### config.mk
export PLATFORM = sky130hd
export DESIGN_NAME = progport_cmd_dec
export DESIGN_NICKNAME = d
export VERILOG_FILES = /design/src/rtl/pp_pkg.sv /design/src/rtl/pp_seq.sv /design/src/rtl/pp_key_unit.sv /design/src/rtl/pp_csr_bank.sv /design/src/rtl/progport_cmd_dec.sv
export SDC_FILE = /design/constraint.sdc
export NUM_CORES = 1
export LEC_CHECK = 0
export BUFFER_PORTS_ARGS = -buffer_cell sky130_fd_sc_hd__buf_2
export CORE_MARGIN = 10
export CORE_UTILIZATION = 42
export CTS_CLUSTER_DIAMETER = 150
export DETAILED_ROUTE_END_ITERATION = 12
export SETUP_SLACK_MARGIN = 0.02
export SYNTH_ARGS = -nofsm -noshare
export SYNTH_HDL_FRONTEND = slang
export SYNTH_SLANG_ARGS = --single-unit
### constraint.sdc
create_clock -name clk -period 2.4 [get_ports clk]
set_input_delay 0.12 -clock clk [delete_from_list [all_inputs] [get_ports clk]]
set_output_delay 0.12 -clock clk [all_outputs]
set_load 0.05 [all_outputs]
### src/rtl/pp_pkg.sv
// Shared opcodes, status bit positions and decoder states for the
// programming-port command decoder. Assumes byte-wide commands.
package pp_pkg;
    localparam int          BYTE_W      = 8;
    localparam logic [3:0]  OPC_LOAD    = 4'b1000;
    localparam logic [3:0]  OPC_STORE   = 4'b1100;
    localparam logic [7:0]  OPC_KEY     = 8'hE0;
    localparam int          STAT_ERR    = 0;
    localparam int          STAT_EN     = 1;

    typedef enum logic [1:0] {
        ST_IDLE,
        ST_STORE,
        ST_KEY,
        ST_TXWAIT
    } seq_state_t;
endpackage

### src/rtl/pp_seq.sv
// Command sequencer: takes bytes from the receive handshake, decodes
// opcodes, issues register reads and writes, and feeds key bytes to the
// key unit. Assumes one byte per cycle at most and a combinational read port.
module pp_seq
    import pp_pkg::*;
#(
    parameter int ADDR_W    = 4,
    parameter int KEY_BYTES = 8
) (
    input  logic                clk,
    input  logic                rst_n,
    input  logic                rx_valid,
    input  logic [BYTE_W-1:0]   rx_data,
    output logic                rx_ready,
    output logic                tx_valid,
    output logic [BYTE_W-1:0]   tx_data,
    input  logic                tx_ready,
    output logic [ADDR_W-1:0]   rd_addr,
    input  logic [BYTE_W-1:0]   rd_data,
    output logic                wr_en,
    output logic [ADDR_W-1:0]   wr_addr,
    output logic [BYTE_W-1:0]   wr_data,
    output logic                key_vld,
    output logic [BYTE_W-1:0]   key_byte,
    output logic                key_last,
    output logic                bad_op
);
    localparam int KW = (KEY_BYTES > 1) ? $clog2(KEY_BYTES) : 1;

    seq_state_t          state;
    logic [ADDR_W-1:0]   st_addr;
    logic [KW-1:0]       kcnt;
    logic                accept;
    logic                is_load, is_store, is_key;

    // Decode of the current byte and the handshake strobes.
    always_comb begin
        rx_ready = (state != ST_TXWAIT);
        accept   = rx_valid && rx_ready;
        is_load  = (rx_data[7:4] == OPC_LOAD);
        is_store = (rx_data[7:4] == OPC_STORE);
        is_key   = (rx_data == OPC_KEY);
        rd_addr  = rx_data[ADDR_W-1:0];
        wr_en    = accept && (state == ST_STORE);
        wr_addr  = st_addr;
        wr_data  = rx_data;
        key_vld  = accept && (state == ST_KEY);
        key_byte = rx_data;
        key_last = key_vld && (kcnt == KW'(KEY_BYTES - 1));
        bad_op   = accept && (state == ST_IDLE) && !is_load && !is_store && !is_key;
    end

    // Sequencer state, latched store address, key byte count and transmit holding register.
    always_ff @(posedge clk) begin
        if (!rst_n) begin
            state    <= ST_IDLE;
            st_addr  <= '0;
            kcnt     <= '0;
            tx_valid <= 1'b0;
            tx_data  <= '0;
        end else begin
            case (state)
                ST_IDLE: if (accept) begin
                    if (is_load) begin
                        tx_data  <= rd_data;
                        tx_valid <= 1'b1;
                        state    <= ST_TXWAIT;
                    end else if (is_store) begin
                        st_addr  <= rx_data[ADDR_W-1:0];
                        state    <= ST_STORE;
                    end else if (is_key) begin
                        kcnt     <= '0;
                        state    <= ST_KEY;
                    end
                end
                ST_STORE: if (accept) state <= ST_IDLE;
                ST_KEY: if (accept) begin
                    kcnt <= kcnt + 1'b1;
                    if (key_last) state <= ST_IDLE;
                end
                ST_TXWAIT: if (tx_ready) begin
                    tx_valid <= 1'b0;
                    state    <= ST_IDLE;
                end
                default: state <= ST_IDLE;
            endcase
        end
    end
endmodule

### src/rtl/pp_key_unit.sv
// Key unit: assembles key bytes least-significant first, compares after the
// last byte, and times the enable latency. Assumes EN_DELAY >= 1, KEY_BYTES >= 2.
module pp_key_unit
    import pp_pkg::*;
#(
    parameter int                      KEY_BYTES  = 8,
    parameter logic [KEY_BYTES*8-1:0]  UNLOCK_KEY = 64'h1289AB45CDD888FF,
    parameter int                      EN_DELAY   = 4
) (
    input  logic                clk,
    input  logic                rst_n,
    input  logic                key_vld,
    input  logic [BYTE_W-1:0]   key_byte,
    input  logic                key_last,
    input  logic                cancel,
    output logic                set_req,
    output logic                mismatch
);
    localparam int KBITS = KEY_BYTES * BYTE_W;
    localparam int CW    = $clog2(EN_DELAY + 1);

    logic [KBITS-1:0] shreg;
    logic [KBITS-1:0] assembled;
    logic [CW-1:0]    dly;
    logic             match_now;

    // Key as it stands including the byte on the input this cycle.
    always_comb begin
        assembled = {key_byte, shreg[KBITS-1:BYTE_W]};
        match_now = key_last && (assembled == UNLOCK_KEY);
        mismatch  = key_last && (assembled != UNLOCK_KEY);
        set_req   = (dly == CW'(1));
    end

    // Key shift register, newest byte entering at the top.
    always_ff @(posedge clk) begin
        if (!rst_n)       shreg <= '0;
        else if (key_vld) shreg <= assembled;
    end

    // Enable latency counter; a clearing store cancels a pending enable.
    always_ff @(posedge clk) begin
        if (!rst_n)           dly <= '0;
        else if (cancel)      dly <= '0;
        else if (match_now)   dly <= CW'(EN_DELAY);
        else if (dly != '0)   dly <= dly - 1'b1;
    end
endmodule

### src/rtl/pp_csr_bank.sv
// Control/status register space: status at address 0 (error and enable
// flags), plain byte registers elsewhere. Assumes one write per cycle.
module pp_csr_bank
    import pp_pkg::*;
#(
    parameter int ADDR_W = 4
) (
    input  logic                clk,
    input  logic                rst_n,
    input  logic [ADDR_W-1:0]   rd_addr,
    output logic [BYTE_W-1:0]   rd_data,
    input  logic                wr_en,
    input  logic [ADDR_W-1:0]   wr_addr,
    input  logic [BYTE_W-1:0]   wr_data,
    input  logic                set_req,
    input  logic                err_set,
    output logic                clr_en,
    output logic                nvm_en,
    output logic                err_flag
);
    localparam int NREG = 1 << ADDR_W;

    logic [BYTE_W-1:0] file [NREG];
    logic              stat_wr;
    logic [BYTE_W-1:0] stat_val;

    // Status write decode and status byte image.
    always_comb begin
        stat_wr            = wr_en && (wr_addr == '0);
        clr_en             = stat_wr && !wr_data[STAT_EN];
        stat_val           = '0;
        stat_val[STAT_EN]  = nvm_en;
        stat_val[STAT_ERR] = err_flag;
    end

    // Enable flag: a clearing store wins over a pending set.
    always_ff @(posedge clk) begin
        if (!rst_n)       nvm_en <= 1'b0;
        else if (clr_en)  nvm_en <= 1'b0;
        else if (set_req) nvm_en <= 1'b1;
    end

    // Sticky error flag, cleared only by writing zero to its bit.
    always_ff @(posedge clk) begin
        if (!rst_n)                                  err_flag <= 1'b0;
        else if (err_set)                            err_flag <= 1'b1;
        else if (stat_wr && !wr_data[STAT_ERR])      err_flag <= 1'b0;
    end

    assign file[0] = stat_val;

    for (genvar g = 1; g < NREG; g++) begin : g_reg
        logic [BYTE_W-1:0] r;
        // Plain read/write byte register.
        always_ff @(posedge clk) begin
            if (!rst_n)                                   r <= '0;
            else if (wr_en && (wr_addr == ADDR_W'(g)))    r <= wr_data;
        end
        assign file[g] = r;
    end

    assign rd_data = file[rd_addr];
endmodule

### src/rtl/progport_cmd_dec.sv
// Top of the programming-port command decoder: joins the sequencer, key
// unit and register bank. Assumes the physical layer delivers whole bytes.
module progport_cmd_dec
    import pp_pkg::*;
#(
    parameter int                      ADDR_W     = 4,
    parameter int                      KEY_BYTES  = 8,
    parameter logic [KEY_BYTES*8-1:0]  UNLOCK_KEY = 64'h1289AB45CDD888FF,
    parameter int                      EN_DELAY   = 4
) (
    input  logic        clk,
    input  logic        rst_n,
    input  logic        rx_valid,
    input  logic [7:0]  rx_data,
    output logic        rx_ready,
    output logic        tx_valid,
    output logic [7:0]  tx_data,
    input  logic        tx_ready,
    output logic        nvm_en
);
    logic [ADDR_W-1:0] rd_addr, wr_addr;
    logic [BYTE_W-1:0] rd_data, wr_data, key_byte;
    logic              wr_en, key_vld, key_last, bad_op;
    logic              set_req, mismatch, clr_en, err_flag, err_set;

    assign err_set = bad_op | mismatch;

    pp_seq #(.ADDR_W(ADDR_W), .KEY_BYTES(KEY_BYTES)) u_seq (
        .clk(clk), .rst_n(rst_n),
        .rx_valid(rx_valid), .rx_data(rx_data), .rx_ready(rx_ready),
        .tx_valid(tx_valid), .tx_data(tx_data), .tx_ready(tx_ready),
        .rd_addr(rd_addr), .rd_data(rd_data),
        .wr_en(wr_en), .wr_addr(wr_addr), .wr_data(wr_data),
        .key_vld(key_vld), .key_byte(key_byte), .key_last(key_last),
        .bad_op(bad_op)
    );

    pp_key_unit #(.KEY_BYTES(KEY_BYTES), .UNLOCK_KEY(UNLOCK_KEY), .EN_DELAY(EN_DELAY)) u_key (
        .clk(clk), .rst_n(rst_n),
        .key_vld(key_vld), .key_byte(key_byte), .key_last(key_last),
        .cancel(clr_en), .set_req(set_req), .mismatch(mismatch)
    );

    pp_csr_bank #(.ADDR_W(ADDR_W)) u_csr (
        .clk(clk), .rst_n(rst_n),
        .rd_addr(rd_addr), .rd_data(rd_data),
        .wr_en(wr_en), .wr_addr(wr_addr), .wr_data(wr_data),
        .set_req(set_req), .err_set(err_set), .clr_en(clr_en),
        .nvm_en(nvm_en), .err_flag(err_flag)
    );
endmodule

==> Word level (Yosys, flattened, before mapping) <==
Index checks and enable logic that the tools add are counted.
{ "totals": {"mem_bits_rw": 0, "latchBits": 0, "reg_bits": 207, "wordCells": 141, "output_inout_bits": 11, "romBits": 0, "in_bits": 12, "mem_count": 0} }
{ "classes": {"shifts": 0, "n_eq_ne": 36, "magnitude_cmp": 1, "multipliers": 0, "n_addsub": 2, "n_reduce_logical": 47, "div_mod_pow": 0, "muxes": 26, "n_bitwise": 4} }
{ "op_table": {"columns": ["cell", "n"], "rows": [
  ["$eq 64x61->1 const B", 1],
  ["$ne 64x61->1 const B", 1],
  ["$eq 4x4->1 const B", 10],
  ["$bmux 8 s4", 1],
  ["$logic_and 1x1->1", 28],
  ["$mux 3", 7],
  ["$eq 4x3->1 const B", 4],
  ["$mux 2", 8],
  ["$mux 8", 2],
  ["$ne 2x1->1 const B", 6],
  ["$reduce_and 6->1", 2],
  ["$eq 4x2->1 const B", 2],
  ["$eq 8x8->1 const B", 1],
  ["$ne 2x2->1 const B", 4],
  ["$pmux 2 s4", 1],
  ["$reduce_and 4->1", 2],
  ["$reduce_bool 2->1", 4],
  ["$pmux 3 s2", 1],
  ["$ge 5x5->1 const B", 1],
  ["$logic_not 1->1", 5],
  ["$mux 1", 5],
  ["$not 4->5", 1],
  ["$eq 2x2->1 const B", 2],
  ["$eq 4x1->1 const B", 1],
  ["15 further kinds", 16]
]} }

==> Longest topological paths before layout <==
Gate-level depths: netlist of run 1.
{ "depth": {"depth_word": 8, "mapped_depth": 8, "depth_no_buf": 7} }

==> Cells and area by module <==
From an unflattened synthesis of run 1, not the netlist that was laid out.
{ "hier_totals": {"cells_unflattened": 1020, "hier_area_um2": 9603.0} }
{ "modules_own_cells": {"columns": ["module", "cells_each", "area_per_inst_um2", "n_inst", "seq_area_each_um2"], "rows": [
  ["pp_csr_bank", 662, 6004.5, 1, 2442.3],
  ["pp_key_unit", 223, 2493.6, 1, 1181.1],
  ["pp_seq", 134, 1098.6, 1, 360.3],
  ["progport_cmd_dec", 1, 6.3, 1, 0.0]
]} }

==> Worst setup path before layout of run 1 <==
Ideal clock, no wire load.
{ "synth_path": {"path_kind": "reg-to-reg", "start": "register u_seq.state[1]", "end": "register u_seq.tx_data[0]", "t_required_ns": 2.277, "path_stages_with_launch": 7, "path_buffers": 2, "synth_period_minus_slack_ns": 1.763, "setup_slack_ns": 0.637, "arrival_time_ns": 1.640, "setup_ns": 0.123, "path_cell_list": "dfxtp_1 > clkbuf_1 > nand2_1 > nor3b_2 > buf_2 > nand3_1 > o21ai_0"} }
{ "synth_via": {"elab_chain_len": 3, "word_cells_on_any_way": 4, "classes_between": "1 x eq/ne; 3 x reduce/logical"} }
{ "synth_rtl": {"columns": ["element", "line_no", "source"], "rows": [
  ["from (decl)", "pp_seq.sv:30", "seq_state_t state;"],
  ["from (signal assigned)", "pp_seq.sv:56", "state <= ST_IDLE;"],
  ["from (signal assigned)", "pp_seq.sv:67", "state <= ST_TXWAIT;"],
  ["from (signal assigned)", "pp_seq.sv:70", "state <= ST_STORE;"],
  ["$ne 2x2->1", "pp_seq.sv:38", "rx_ready = (state != ST_TXWAIT);"],
  ["net rx_ready", "progport_cmd_dec.sv:15", "output logic rx_ready,"],
  ["$logic_and 1x1->1", "pp_seq.sv:39", "accept = rx_valid && rx_ready;"],
  ["$reduce_and 3->1 (no source line)", null, null],
  ["to (signal assigned)", "pp_seq.sv:65", "tx_data <= rd_data;"],
  ["to (decl)", "pp_seq.sv:16", "output logic [BYTE_W-1:0] tx_data,"]
]} }
The timed path passes the listed nets, and every way through them passes these cells.
A chain may end at the register's enable or synchronous reset.

==> Worst setup path in the final report of run 1 <==
{ "layout_path": {"start": "register u_key.shreg[30]", "end": "register u_key.dly[1]"} }
{ "layout_via": {"elab_chain_len": 3} }
{ "layout_rtl": {"columns": ["element", "line_no", "source"], "rows": [
  ["from (decl)", "pp_key_unit.sv:22", "logic [KBITS-1:0] shreg;"],
  ["from (signal assigned)", "pp_key_unit.sv:38", "else if (key_vld) shreg <= assembled;"],
  ["$eq 64x61->1", "pp_key_unit.sv:30", "match_now = key_last && (assembled == UNLOCK_KEY);"],
  ["$logic_and 1x1->1", "pp_key_unit.sv:30", null],
  ["$reduce_or 3->1 (no source line)", null, null],
  ["to (signal assigned)", "pp_key_unit.sv:45", "else if (match_now) dly <= CW'(EN_DELAY);"],
  ["to (signal assigned)", "pp_key_unit.sv:46", "else if (dly != '0) dly <= dly - 1'b1;"],
  ["to (decl)", "pp_key_unit.sv:24", "logic [CW-1:0] dly;"]
]} }
No other way between the ends.

==> results.txt, run 1 <==
The run finished with clean final reports. The post-synthesis share of cell area spent on and, or, nand and nor gates came out at 22.63%. The initial antenna violation count came out at 1. The peak supply drop is 0.0004151 V. The number of nets produced by synthesis came out at 966.

The number of nets in the layout is 965. The top-level I/O count is 23. The worst setup path is of the reg -> reg kind. The clock network is responsible for 42.8% of the overall power. The placer congestion estimate came out at 0.7903.

The all-layer global routing usage is 15.43%. The count of endpoints failing hold in the final timing report came to 0. Detailed placement finished with a half-perimeter wire length of 14100 um. The compound-gate portion of the synthesized area came out at 11.86%. The core region is 21090 um^2.

The starting utilization of the core area came out at 42.79%. The worst clock skew came out at 0.01350 ns. The fraction of the mapped netlist area in adder cells came out at 0.6934%. The overall via count from detail_route came out at 6545. The Yosys step of the flow raised 0 warnings. The gate count of the mapped netlist is 949. The path type of the worst min-delay path is in -> reg. The floorplan row count came out at 53. The largest area contributor in the netlist is sky130_fd_sc_hd__dfxtp_1. The transition time at the pin with the least slew margin is 0.5826 ns. For this design the static power due to leakage is 3.374 nW. For the worst setup path, the data arrival time is 2.30 ns. The width of the die came out at 166.6 um. For this run, asynchronously set or reset flops after synthesis account for 0%. The post-synthesis instance area came out at 9022 um^2. The tree is rooted in a sky130_fd_sc_hd__clkbuf_16.

The top-area cell type share of the netlist area came out at 44.15%. The power density over the cells is 664.7 nW/um^2. Cells fill 48.11% of the core in the end. The number of inserted filler cells in the final layout is 2002. The number of register bits inferred by synthesis came out at 199. The number of sinks on the clock net is 199. The clock-pin slew reported for the worst setup and hold paths after clock tree synthesis is 0.08 ns.

The first-pass GRT wire length came out at 35230 um. TritonCTS built the clock tree. The average routed wire per standard cell came out at 17.62 um. The highest clock rate is 507.3 MHz. The clock tree synthesis step divided the H-tree into 4 levels.

The internal portion of total power came out at 0.004941 W. Summed over all nets, the switching power comes to 0.001803 W. The portion of the clock cycle consumed by the worst path in the final layout is 82.13%. The fraction of power spent switching nets is 26.73%. Setup repair after global routing left no endpoint under its margin. The worst max-slew margin expressed relative to the limit came out at 61.16%. The number of gates resized after CTS was 0. Measured along the y axis, the die boundary spans 166.6 um.

Before antenna repair, the detailed router went through 5 iterations. Following the worst setup path forward leads to its endpoint at u_key.dly[1]$_SDFFE_PP0P_. In this run the critical register-to-register path is launched from u_key.shreg[30]$_SDFFE_PN0P_. The global route total overflow is 0. In the final layout, the share of cells above drive strength 1 is 14.78%. The count of buffers added on input and output ports is 22. The remaining routing DRC violations came out at 0. The detailed-route wire length is 21790 um. The number of max-capacitance violations reported is 0.

The final antenna-violating net count came out at 0. The final-layout worst hold slack came out at 0.05766 ns. The most used flip-flop cell after synthesis is sky130_fd_sc_hd__dfxtp_1. The number of pins with negative max-slew slack in the final report is 0. For the worst setup path, the data required time is 2.73 ns.

The setup slack on the worst flop-to-flop path came out at 0.43 ns. The area added between synthesis and finish is 12.45%. The area of the die came out at 27740 um^2. The worst register-to-register path ends at u_key.dly[1]$_SDFFE_PP0P_. The starting DRC count in detailed routing is 438. The largest buffer count on any clock path is 2.

The startpoint type of the worst setup path is a register. The sequential cell area in the final layout is 3984 um^2. The clock latency of the later-clocked register in the worst-skew pair is 0.45 ns.

Setup violations remaining at the end of the flow were counted as 0. The share of total power in sequential cells is 49.9%. The vias per cell came out at 5.291. The register area share after synthesis came out at 44.15%. For the final routed database, the setup TNS stands at 0 ns.

The relative contribution of combinational cells to total power is 7.3%. The depth of the most critical reg-to-reg path came out at 5. The combinational family with the most area after synthesis is simple AND/OR/NAND/NOR gates. In the post-synthesis netlist, the biggest area contributors are sky130_fd_sc_hd__dfxtp_1, sky130_fd_sc_hd__a21boi_0, sky130_fd_sc_hd__mux2i_1, sky130_fd_sc_hd__nand2_1, sky130_fd_sc_hd__mux4_2.

The mean area per synthesized cell came out at 9.507 um^2. The most critical setup path has its startpoint at u_key.shreg[30]$_SDFFE_PN0P_. The share of cell area taken by muxes after synthesis came out at 16.53%. The number of buffers created by CTS is 17. The final critical-path required period came out at 1.971 ns. The multi-input combinational cell area is 4679 um^2.

Entering global routing, the biggest net connects 62 pins. The via count of the first global-routing pass was 6311. The synthesized netlist devotes 0.09707% of its cell area to XOR and XNOR gates. The distinct cell type count of the synthesized netlist is 50.

The largest fanout of any net on the critical path is 3. STA classifies the critical path endpoint as a register. The count of flip-flops with a built-in enable after synthesis is 0.
[area by class of cell]
| class | count | area share (%) |
|---|---|---|
| multi-input combinational | 664 | 46.12 |
| sequential | 199 | 39.26 |
| timing repair buffer | 59 | 4.982 |
| clock buffer | 17 | 4.193 |
| tap | 275 | 3.391 |
| clock inverter | 15 | 1.763 |
| inverter | 7 | 0.2590 |
| antenna | 1 | 0.02466 |
[synth_stat cells, drive strengths merged, types with 2 or more instances]
library cell and count:
nand2 181, nor3b 3, buf 30, nand2b 2, clkbuf 49, nor3 12, or4 2, mux2i 77
and4b 2, inv 7, o21ai 10, mux4 26, nand3 60, ha 5, a21oi 15, mux2 12
nor2 15, a22oi 2, nor2b 91, dfxtp 199, o41ai 2, nor4b 2, nand4b 3, a221oi 6
nor4bb 9, nand4 4, nor4 2, a21boi 109
[critical path, cell delays in order (launching register included)]
cell	delay, ns
sky130_fd_sc_hd__dfxtp_1	0.35
sky130_fd_sc_hd__nor4bb_1	0.42
sky130_fd_sc_hd__nand3_1	0.11
sky130_fd_sc_hd__or4_1	0.58
sky130_fd_sc_hd__nor4_1	0.31
sky130_fd_sc_hd__nor3_1	0.09
[power by group through the flow]
stage	clock (W)	combinational (W)	sequential (W)
2_1_floorplan	0	0.000331	0.00346
3_3_place_gp	0	0.000493	0.00344
3_5_place_dp	0	0.000494	0.00344
4_1_cts	0.00295	0.000498	0.00336
5_1_grt	0.00308	0.000541	0.00337
6_report	0.00289	0.000492	0.00336
[worst min-delay path by stage]
stage | startpoint | endpoint | slack, ns | cells after the start
floorplan | tx_ready | u_seq.tx_valid$_SDFFE_PN0P_ | 0.35 | 2
global placement | u_csr.g_reg[7].r[7]$_SDFFE_PN0P_ | u_csr.g_reg[7].r[7]$_SDFFE_PN0P_ | 0.45 | 2
detailed placement | u_csr.g_reg[9].r[1]$_SDFFE_PN0P_ | u_csr.g_reg[9].r[1]$_SDFFE_PN0P_ | 0.46 | 2
CTS | rx_valid | u_seq.kcnt[2]$_SDFFE_PN0P_ | 0.04 | 3
global route | rx_valid | u_seq.kcnt[2]$_SDFFE_PN0P_ | 0.08 | 3
finish | rx_valid | u_seq.kcnt[2]$_SDFFE_PN0P_ | 0.06 | 3
[cells in the final DEF, fill, tap and decap left out, types with 12 or more instances in the layout]
cell / instances
sky130_fd_sc_hd__mux2_2: 12
sky130_fd_sc_hd__nand3_1: 59
sky130_fd_sc_hd__nor2b_1: 91
sky130_fd_sc_hd__clkbuf_16: 17
sky130_fd_sc_hd__mux4_2: 26
sky130_fd_sc_hd__buf_4: 28
sky130_fd_sc_hd__mux2i_1: 77
sky130_fd_sc_hd__nand2_1: 180
sky130_fd_sc_hd__buf_2: 21
sky130_fd_sc_hd__a21boi_0: 109
sky130_fd_sc_hd__dfxtp_1: 199
sky130_fd_sc_hd__a21oi_1: 15
[state kept, by name, indices dropped and copies added, names as in the netlist]
register / cells
u_key.shreg: 56
u_seq.state: 2
u_csr.nvm_en: 1
u_seq.wr_addr: 4
u_csr.err_flag: 1
u_seq.kcnt: 3
u_csr.g.r: 120
u_seq.tx_valid: 1
u_key.dly: 3
u_seq.tx_data: 8
[kinds of logic (layout without fill, tap and decap cells)]
kind of cell / after synthesis / count (layout)
simple gates: 394 / 394
flops: 199 / 199
compound gates: 149 / 149
mux: 115 / 115
buf+inv: 86 / 98
fa+ha+maj: 5 / 5
xor+xnor: 1 / 1
other cells: 0 / 1
[metrics by stage]
stage          power [W]  setup WS [ns]  cell area [um^2]  std cells
4_1_cts         0.006815         0.4221             10140       1236
3_3_place_gp    0.003936         0.4178              9529       1203
3_5_place_dp    0.003936         0.3745              9529       1203
5_1_grt         0.006985         0.2787             10140       1236
2_1_floorplan   0.003791         0.6370              9022        949
6_report        0.006744         0.4289             10150       1237
[layer usage]
layer	up-vias	part of all wire, %	GRT usage [%]
li1	3274	-	-
met5	-	0	0
met3	24	3.4	2.777
met4	0	1.6	4.620
met1	3161	48	20.52
met2	86	47	24.93
[timing repair]
action / in CTS / in global routing
endpoints found under the hold margin: 1 / 0
hold buffers: 1 / 0
buffers inserted: 0 / 0
Note: power is estimated with default switching activity, not from simulation.
==> run 2: changes to the inputs <==
- clock period: 2.4 -> 1.8 ns (I/O delays scaled with it)
==> run 2 against run 1 <==
Against the previous run:
- register-to-register slack got worse by 0.37 ns
- clock power increased by 38%
- die area unchanged
- final area increased by 5.3%
- largest cell class unchanged
- hold slack got worse by 0.018 ns
- largest power group unchanged
==> results.txt, run 2 (same netlist as run 1, synthesis figures left out) <==
The worst register-to-register path ends at u_key.dly[1]$_SDFFE_PP0P_. The pin count of the biggest net entering global routing came out at 53 (-15%). The placer congestion estimate is 0.7813 (-1.1%). The hold path depth came out at 3 (unchanged). The floorplan row count is 53 (unchanged). The vias per cell was 5.250 (-0.78%). The number of buffers created by CTS is 17 (unchanged). The number of max-capacitance violations reported is 0 (unchanged). The transition time at the pin with the least slew margin is 0.5694 ns (-0.01325 ns). The area inside the core boundary came out at 21090 um^2 (unchanged).

The startpoint identified for the worst register-to-register timing path is u_key.shreg[52]$_SDFFE_PN0P_. The all-layer global routing usage came out at 16.06% (+0.62 points). The first-pass GRT wire length came out at 36660 um (+4.1%).

The worst hold path belongs to the class in -> reg. The count of buffer and inverter cells on the critical path came out at 0 (unchanged). The required time at the worst-slack endpoint is 2.13 ns (-0.60 ns). The largest buffer count on any clock path came out at 2 (unchanged). The worst min-delay path endpoint is u_csr.g_reg[10].r[1]$_SDFFE_PN0P_.

The worst max-slew margin expressed relative to the limit came to 62.04% (+0.88 points). The depth of the most critical reg-to-reg path is 5 (unchanged). The die boundary height was 166.6 um (unchanged). The start point of the worst hold path is rx_data[1]. The setup slack on the worst flop-to-flop path is 0.06 ns (-0.37 ns). The biggest cell delay along the critical path is 0.60 ns (+0.02 ns). The width of the die is 166.6 um (unchanged). The final-report setup violation count is 0 (unchanged). The portion of the clock cycle consumed by the worst path in the final layout came out at 96.47% (+14 points). The layout cell share with drive strength beyond 1 is 20.14% (+5.4 points).

The worst setup path is captured at a register. The overall power after layout came out at 0.009170 W (+36%). The area added between synthesis and finish is 18.36%. The number of flip-flops under the largest register name was 120 (unchanged).

The overall via count from detail_route came out at 6762 (+3.3%). The peak supply drop is 0.0005948 V (+43%). The final-layout worst hold slack came out at 0.04011 ns (-0.01755 ns). The average routed wire per standard cell came to 17.39 um (-1.3%).

The number of detailed-routing iterations run before antenna repair is 5 (unchanged). The leakage power is 3.680 nW (+9.1%). The power density over the cells came out at 858.7 nW/um^2 (+29%). The number of sinks on the clock net came out at 199 (unchanged). The critical path in this run is classified as reg -> reg. The largest fanout of any net on the critical path is 3 (unchanged).

In this run the clock root is driven by a sky130_fd_sc_hd__clkbuf_16. The number of diodes added for antenna fixing is 0 (-1). The number of pins with negative max-slew slack in the final report came out at 0 (unchanged).

The endpoint arrival time on the critical path was 2.06 ns (-0.24 ns). Leaving out fill and tap cells, the most frequent cell in the layout is sky130_fd_sc_hd__dfxtp_1. The starting utilization of the core area is 42.79% (unchanged).

The startpoint type of the worst setup path is a register. The area of the die is 27740 um^2 (unchanged). The number of port buffers was 22 (unchanged). Grouping stages by cell kind, the critical path spends the most delay in simple AND/OR/NAND/NOR gates. The remaining routing DRC violations is 0 (unchanged). The number of buffers inserted to repair setup after CTS is 0 (unchanged). The worst clock skew is 0.01610 ns (+0.002600 ns). The flow ran to the end, and the final reports show no timing, DRC or antenna violations. The final antenna-violating net count came out at 0 (unchanged).

In the layout the commonest cells are sky130_fd_sc_hd__dfxtp_1, sky130_fd_sc_hd__nand2_1, sky130_fd_sc_hd__a21boi_0. The highest clock rate came to 575.9 MHz (+14%). The final critical-path required period is 1.736 ns (-0.2347 ns).

The via count of the first global-routing pass is 6693 (+6.1%). The detailed-route wire length came to 22400 um (+2.8%). The clock-pin slew reported for the worst setup and hold paths after clock tree synthesis is 0.07 ns (about the same). Setup repair after global routing could not meet its margin everywhere. The largest registers in the layout are u_csr.g.r x120, u_key.shreg x56, u_seq.tx_data x8. u_csr.g.r holds more flip-flops than any other register. The starting DRC count in detailed routing came to 453 (+3.4%). The number of nets in the layout is 1017 (+5.4%).

The critical path goes through nor4bb_2, nand4_1, or4_4, nor4_4, nor3_1. The number of levels the H-tree was split into is 4 (unchanged). The detailed placement HPWL is 15110 um (+7.2%). The CTS tree is built. The clock latency of the later-clocked register in the worst-skew pair is 0.44 ns (about the same).

The largest individual stage delay along the critical path comes from the cell sky130_fd_sc_hd__or4_4. The count of endpoints failing hold in the final timing report is 0 (unchanged). The global route total overflow came out at 0 (unchanged).

The top-level I/O count is 23 (unchanged). The initial antenna violation count came out at 0 (-1).
## run 2: cell types whose count changed in the layout (fill, tap and decap cells not counted), moves of 3 or more
cell | previous run | this run
sky130_fd_sc_hd__buf_12 | 9 | 15
sky130_fd_sc_hd__buf_4 | 28 | 71
sky130_fd_sc_hd__buf_6 | 0 | 3
sky130_fd_sc_hd__clkinv_8 | 6 | 1
sky130_fd_sc_hd__dfxtp_1 | 199 | 196
sky130_fd_sc_hd__dfxtp_2 | 0 | 3
sky130_fd_sc_hd__nand2_1 | 180 | 177
sky130_fd_sc_hd__nand2_2 | 0 | 3
## run 2: repair_timing
| item | in CTS | in global routing |
|---|---|---|
| resized for setup | 2 | 14 |
| hold buffers | 1 | 0 |
| gates cloned | 0 | 0 |
| endpoints found under the hold margin | 1 | 0 |
| endpoints found under the setup margin | 3 | 41 |
## run 2: layer usage
layer | part of all wire, % | vias to the layer above | GRT usage (%) | routed length (um)
met5 | 0 | - | 0 | 0
met1 | 47 | 3265 | 21.30 | 10610
met2 | 48 | 90 | 25.61 | 10670
li1 | - | 3382 | - | -
met3 | 3.3 | 25 | 3.107 | 729
met4 | 1.8 | 0 | 5.346 | 392
## run 2: where the power goes
part | internal (W) | total [W] | switching (W)
clock network | 0.00217 | 0.00398 | 0.00181
logic | 0.000297 | 0.000706 | 0.000409
registers | 0.00445 | 0.00448 | 0.0000375
total | 0.00691 | 0.00917 | 0.00226
## run 2: worst min-delay path, stage by stage
cell and delay, ns:
sky130_fd_sc_hd__buf_2 0.14, sky130_fd_sc_hd__mux2i_1 0.13, sky130_fd_sc_hd__nor2b_1 0.06
## run 2: worst max path at each step
stage | start | to | slack (ns) | depth (start not counted)
floorplan | u_seq.state[1]$_SDFFE_PN0P_ | u_seq.tx_data[0]$_SDFFE_PN0P_ | 0.04 | 6
global placement | rx_data[0] | u_key.dly[1]$_SDFFE_PP0P_ | -0.06 | 7
detailed placement | rx_data[0] | u_key.dly[1]$_SDFFE_PP0P_ | -0.10 | 7
CTS | u_key.shreg[21]$_SDFFE_PN0P_ | u_key.dly[1]$_SDFFE_PP0P_ | 0.04 | 5
global route | u_key.shreg[14]$_SDFFE_PN0P_ | u_key.dly[1]$_SDFFE_PP0P_ | -0.008 | 5
finish | u_key.shreg[52]$_SDFFE_PN0P_ | u_key.dly[1]$_SDFFE_PP0P_ | 0.06 | 5
## run 2: final cells by class
class                   count  area, um^2
clock buffers              19       452.9
clock inverters            13       158.9
fillers                  1983       10410
inverters                   7       26.28
multi-input cells         664        4727
flip-flops and latches    199        3988
well taps                 275       344.1
repair buffers            111       982.2
## run 2: stage by stage
stage,setup slack [ns],cell area [um^2],TNS [ns],utilization (%),std cells
finish,0.06351,10680,0,50.64,1288
global route,-0.007516,10680,-0.007516,50.64,1288
CTS,0.04027,10630,0,50.40,1288
detailed placement,-0.1040,9995,-0.1933,47.40,1255
global placement,-0.06417,9995,-0.1163,47.40,1255
floorplan,0.03703,9022,0,-,949
